## src/rtl/casc_pkg.sv

```systemverilog
package casc_pkg;

    localparam int SLICE_W = 4;

    typedef enum logic [1:0] {
        OP_HOLD  = 2'd0,
        OP_COUNT = 2'd1,
        OP_LOAD  = 2'd2
    } slice_op_e;

endpackage

```

## src/rtl/slice_ctrl.sv

```systemverilog
module slice_ctrl
    import casc_pkg::*;
(
    input  logic      load_n,
    input  logic      en_par,
    input  logic      en_trk,
    output slice_op_e op
);

    // Load outranks both enables; counting needs both enables.
    always_comb begin
        if (!load_n) begin
            op = OP_LOAD;
        end else if (en_par && en_trk) begin
            op = OP_COUNT;
        end else begin
            op = OP_HOLD;
        end
    end

endmodule

```

## src/rtl/slice_reg.sv

```systemverilog
module slice_reg
    import casc_pkg::*;
#(
    parameter int W = SLICE_W
) (
    input  logic         clk,
    input  logic         clr_n,
    input  slice_op_e    op,
    input  logic [W-1:0] din,
    output logic [W-1:0] st
);

    always_ff @(posedge clk or negedge clr_n) begin
        if (!clr_n) begin
            st <= '0;
        end else begin
            unique case (op)
                OP_LOAD:  st <= din;
                OP_COUNT: st <= st + W'(1);
                OP_HOLD:  st <= st;
                default:  st <= st;
            endcase
        end
    end

endmodule

```

## src/rtl/slice_tc.sv

```systemverilog
module slice_tc #(
    parameter int W = 4
) (
    input  logic [W-1:0] st,
    input  logic         en_trk,
    output logic         tc
);

    always_comb begin
        tc = en_trk && (&st);
    end

endmodule

```

## src/rtl/cnt_slice.sv

```systemverilog
module cnt_slice
    import casc_pkg::*;
#(
    parameter int W = SLICE_W
) (
    input  logic         clk,
    input  logic         clr_n,
    input  logic         load_n,
    input  logic [W-1:0] din,
    input  logic         en_par,
    input  logic         en_trk,
    output logic [W-1:0] q,
    output logic         tc
);

    slice_op_e    op;
    logic [W-1:0] st;

    slice_ctrl u_ctrl (
        .load_n (load_n),
        .en_par (en_par),
        .en_trk (en_trk),
        .op     (op)
    );

    slice_reg #(.W(W)) u_reg (
        .clk   (clk),
        .clr_n (clr_n),
        .op    (op),
        .din   (din),
        .st    (st)
    );

    slice_tc #(.W(W)) u_tc (
        .st     (st),
        .en_trk (en_trk),
        .tc     (tc)
    );

    assign q = st;

endmodule

```

## src/rtl/casc_counter.sv

```systemverilog
module casc_counter
    import casc_pkg::*;
#(
    parameter int NUM_SLICES = 3
) (
    input  logic                          clk,
    input  logic                          clr_n,
    input  logic                          load_n,
    input  logic [NUM_SLICES*SLICE_W-1:0] din,
    input  logic                          en_par,
    input  logic                          en_trk,
    output logic [NUM_SLICES*SLICE_W-1:0] q,
    output logic                          carry_out
);

    localparam int TOTAL_W = NUM_SLICES * SLICE_W;

    // trk[s] is the trickle enable of slice s; trk[NUM_SLICES] is the carry-out.
    logic [NUM_SLICES:0] trk;

    assign trk[0] = en_trk;

    for (genvar s = 0; s < NUM_SLICES; s++) begin : g_slice
        cnt_slice #(.W(SLICE_W)) u_slice (
            .clk    (clk),
            .clr_n  (clr_n),
            .load_n (load_n),
            .din    (din[s*SLICE_W +: SLICE_W]),
            .en_par (en_par),
            .en_trk (trk[s]),
            .q      (q[s*SLICE_W +: SLICE_W]),
            .tc     (trk[s+1])
        );
    end

    assign carry_out = trk[NUM_SLICES];

endmodule

```

## config.mk

```make
export PLATFORM = sky130hd
export DESIGN_NAME = casc_counter
export DESIGN_NICKNAME = d
export VERILOG_FILES = /design/src/rtl/casc_pkg.sv /design/src/rtl/slice_ctrl.sv /design/src/rtl/slice_reg.sv /design/src/rtl/slice_tc.sv /design/src/rtl/cnt_slice.sv /design/src/rtl/casc_counter.sv
export SDC_FILE = /design/constraint.sdc
export NUM_CORES = 1
export LEC_CHECK = 0
export CORE_MARGIN = 2
export CORE_UTILIZATION = 36
export DETAILED_ROUTE_END_ITERATION = 7
export GPL_ROUTABILITY_DRIVEN = 1
export PLACE_DENSITY = 0.74
export REMOVE_ABC_BUFFERS = 1
export SYNTH_ARGS = -nofsm -noshare
export SYNTH_HDL_FRONTEND = slang
export SYNTH_SLANG_ARGS = --single-unit
```

## constraint.sdc

```tcl
create_clock -name clk -period 2.1 [get_ports clk]
set_input_delay 0.315 -clock clk [delete_from_list [all_inputs] [get_ports clk]]
set_output_delay 0.315 -clock clk [all_outputs]
set_load 0.05 [all_outputs]
```

==> results of run 1 <==
-- where the power goes --
part	internal [mW]	switching [mW]
combinational	0.100	0.154
sequential	0.255	0.0319
clock	0.0664	0.0716
-- area by class of cell --
cell class | count | area [sq um]
fillers | 195 | 850
multi-input cells | 63 | 393
repair buffers | 31 | 315
flip-flops and latches | 12 | 300
well taps | 27 | 33.8
clock buffers | 3 | 22.5
inverters | 2 | 7.51
-- layer usage --
metal  routed length, um  track usage [%]  vias up
met5                   0                0        -
li1                    -                -      368
met2                 885             25.7       19
met3                  86             5.56        2
met4                  13             4.29        0
met1                 733             20.5      336
-- cell usage in the layout, fill, tap and decap left out, drive strengths merged --
master,instances
nand2b,1
nor2,11
ha,3
a21oi,3
or4,2
o211ai,1
o21ai,6
mux2i,1
clkdlybuf4s50,28
xor2,2
clkbuf,3
or3,7
nor4,1
o31ai,2
nand3,7
nand2,5
dfrtp,12
a31oi,8
buf,3
inv,2
nand4,3
-- cells in the mapped netlist, drive strengths merged --
| cell | number |
|---|---|
| a21oi | 3 |
| a31oi | 8 |
| o31ai | 2 |
| inv | 2 |
| nand4 | 3 |
| or3 | 7 |
| dfrtp | 12 |
| clkbuf | 3 |
| mux2i | 1 |
| o21ai | 6 |
| ha | 3 |
| o211ai | 1 |
| nand2b | 1 |
| nand2 | 5 |
| nand3 | 7 |
| nor2 | 11 |
| or4 | 2 |
| nor4 | 1 |
| xor2 | 2 |
-- critical path, delay by kind of cell (launching register included) --
kind	cells	cell delay, ns
and+or+nand+nor	2	0.43
DFF	1	0.40
adders and majority gates	1	0.28
buffers and inverters	2	0.28
-- path summary, 6_finish.rpt --
check                                                       to                            from  cells past startpoint  slack [ns]
worst max-delay path                                 carry_out  g_slice[0].u_slice.u_reg.st[0]                      5        0.11
worst min-delay path            g_slice[2].u_slice.u_reg.st[1]                           clr_n                      1        0.40
worst max register to register  g_slice[2].u_slice.u_reg.st[3]  g_slice[0].u_slice.u_reg.st[0]                      4        0.46
worst min register to register  g_slice[2].u_slice.u_reg.st[3]  g_slice[2].u_slice.u_reg.st[3]                      2        0.60
max in group asynchronous       g_slice[1].u_slice.u_reg.st[2]                           clr_n                      1        1.33
min in group clk                g_slice[2].u_slice.u_reg.st[0]                          din[8]                      3        0.60
-- per-stage QoR --
step | power, mW | instance area [sq um] | cells
3_3_place_gp | 0.541 | 1050 | 135
3_5_place_dp | 0.547 | 1050 | 135
5_1_grt | 0.715 | 1070 | 138
2_1_floorplan | 0.435 | 701 | 77
4_1_cts | 0.687 | 1070 | 138
6_report | 0.679 | 1070 | 138
-- cells by family after synthesis --
family	count (synthesis)	synth area share [%]
AO/OA/AOI/OAI	20	16.5
XOR/XNOR	2	2.46
adder cells (fa/ha/maj)	3	5.27
buffers and inverters	5	2.64
flip-flops	12	42.2
multiplexers	1	1.41
AND/OR/NAND/NOR	37	29.5
==> impl_metrics.tcl, run 1 <==
set metrics [dict create \
    worst_path_max_delay_cell "dfrtp_1" \
    track_usage_pct 15.9 \
    numCtsBuffers 3 \
    die_h_um 48.5 \
    grt_pass1_wl_um 2860 \
    slew_violations 0 \
    clk_pin_slew_ns 0.07 \
    dr_total_vias 725 \
    cp.required_ns 1.78 \
    relSlewSlack_pct 62.9 \
    ctsHoldBuffers 0 \
    regMostFlops "g_slice.u_slice.u_reg.st" \
    critPathMaxFanout 5 \
    start_util_pct 37.0 \
    rsz0062_at_grt "no" \
    status "complete, no violations" \
    setup_tns_ns 0 \
    die_area_sq_mm 0.00235 \
    fin_nets 133 \
    drv_cap 0 \
    antenna_cells 0 \
    clockRootBuffer "clkbuf_4" \
    clock-sinks 12 \
    synth_top_area_share_pct 42.2 \
    chipWidth_um 48.5 \
    timing.hold.ws_ns 0.399 \
    numPortBuffers 29 \
    coreArea_sq_mm 0.00192 \
    startpoint_type "register" \
    h-tree-depth 1 \
    synth_seq_cells 12 \
    fin_worst_skew_ns 0.00706 \
    finish.utilization_pct 55.8 \
    vdd_drop_max_uv 367 \
    post_cts_resized 0 \
    clk_path_buf_depth 2 \
    grt-ovfl-total 0 \
    drt-wirelength-per-cell_um 12.5 \
    max_freq_ghz 0.503 \
    cp_cell_sequence "ha_1 -> nand2_1 -> nor4_1 -> buf_4 -> buf_12" \
    wl_um 1720 \
    area_growth_pct 50.6 \
    fin_crit_ns 1.99 \
    yosysWarningCount 0 \
    antenna_found_initial 0 \
    dpl_worst_slack_ns 0.221 \
    hold_viol 0 \
    row_count 16 \
    synth.avg_cell_area_sq_um 8.90 \
    grt_pass1_vias 644 \
    finalWorstSetupSlack_ns 0.113 \
    drive_gt1_share_pct 9.91 \
    reg_top3 "g_slice.u_slice.u_reg.st x12" \
    powerDensity_mw_per_mm2 633 \
    drt_drc_violations_left 0 \
    p_leak_nw 0.409 \
    period_share_pct 94.6 \
    crit_type "register to output pin" \
    clk_latency_ns 0.27 \
    first_iter_violations 6 \
    vias_per_cell 5.25 \
    gp_congestion 0.767 \
    syn_inst 80 \
    hp-class "input port to async pin" \
    postCtsSetupRepairBufs 0 \
    max_stage_delay_ns 0.40 \
    ios 30 \
    setup-violations-final 0 \
    worst_slew_pin_slew_ns 0.554 \
    synth_area_leader_cell "dfrtp_1" \
    netlist_top_cells_area "dfrtp_1 42%, a31oi_1 7.0%, nor2_1 5.8%" \
    mappedNetlistArea_sq_um 712 \
    ys_types 22 \
    cts_tree "done" \
    hpwl_um 1320 \
    critical_path_arrival_ns 1.67 \
    drtPass1Iterations 4 \
    largest_reg_flops 12 \
    antenna_left 0 \
    cp-end-kind "output pin" \
    synth_seq_area_share_pct 42.2 \
    grt_max_degree 25 \
]
Power figures use the tool's default switching activity.
==> run 2: changes to the inputs <==
--- a/config.mk
+++ b/config.mk
@@ -5,6 +5,7 @@
 export SDC_FILE = /design/constraint.sdc
 export NUM_CORES = 1
 export LEC_CHECK = 0
+export CAP_MARGIN = 5
 export CORE_MARGIN = 2
 export CORE_UTILIZATION = 36
 export DETAILED_ROUTE_END_ITERATION = 7
==> results of run 2 <==
No change in the layout: final DEF, timing and power equal those of run 1.
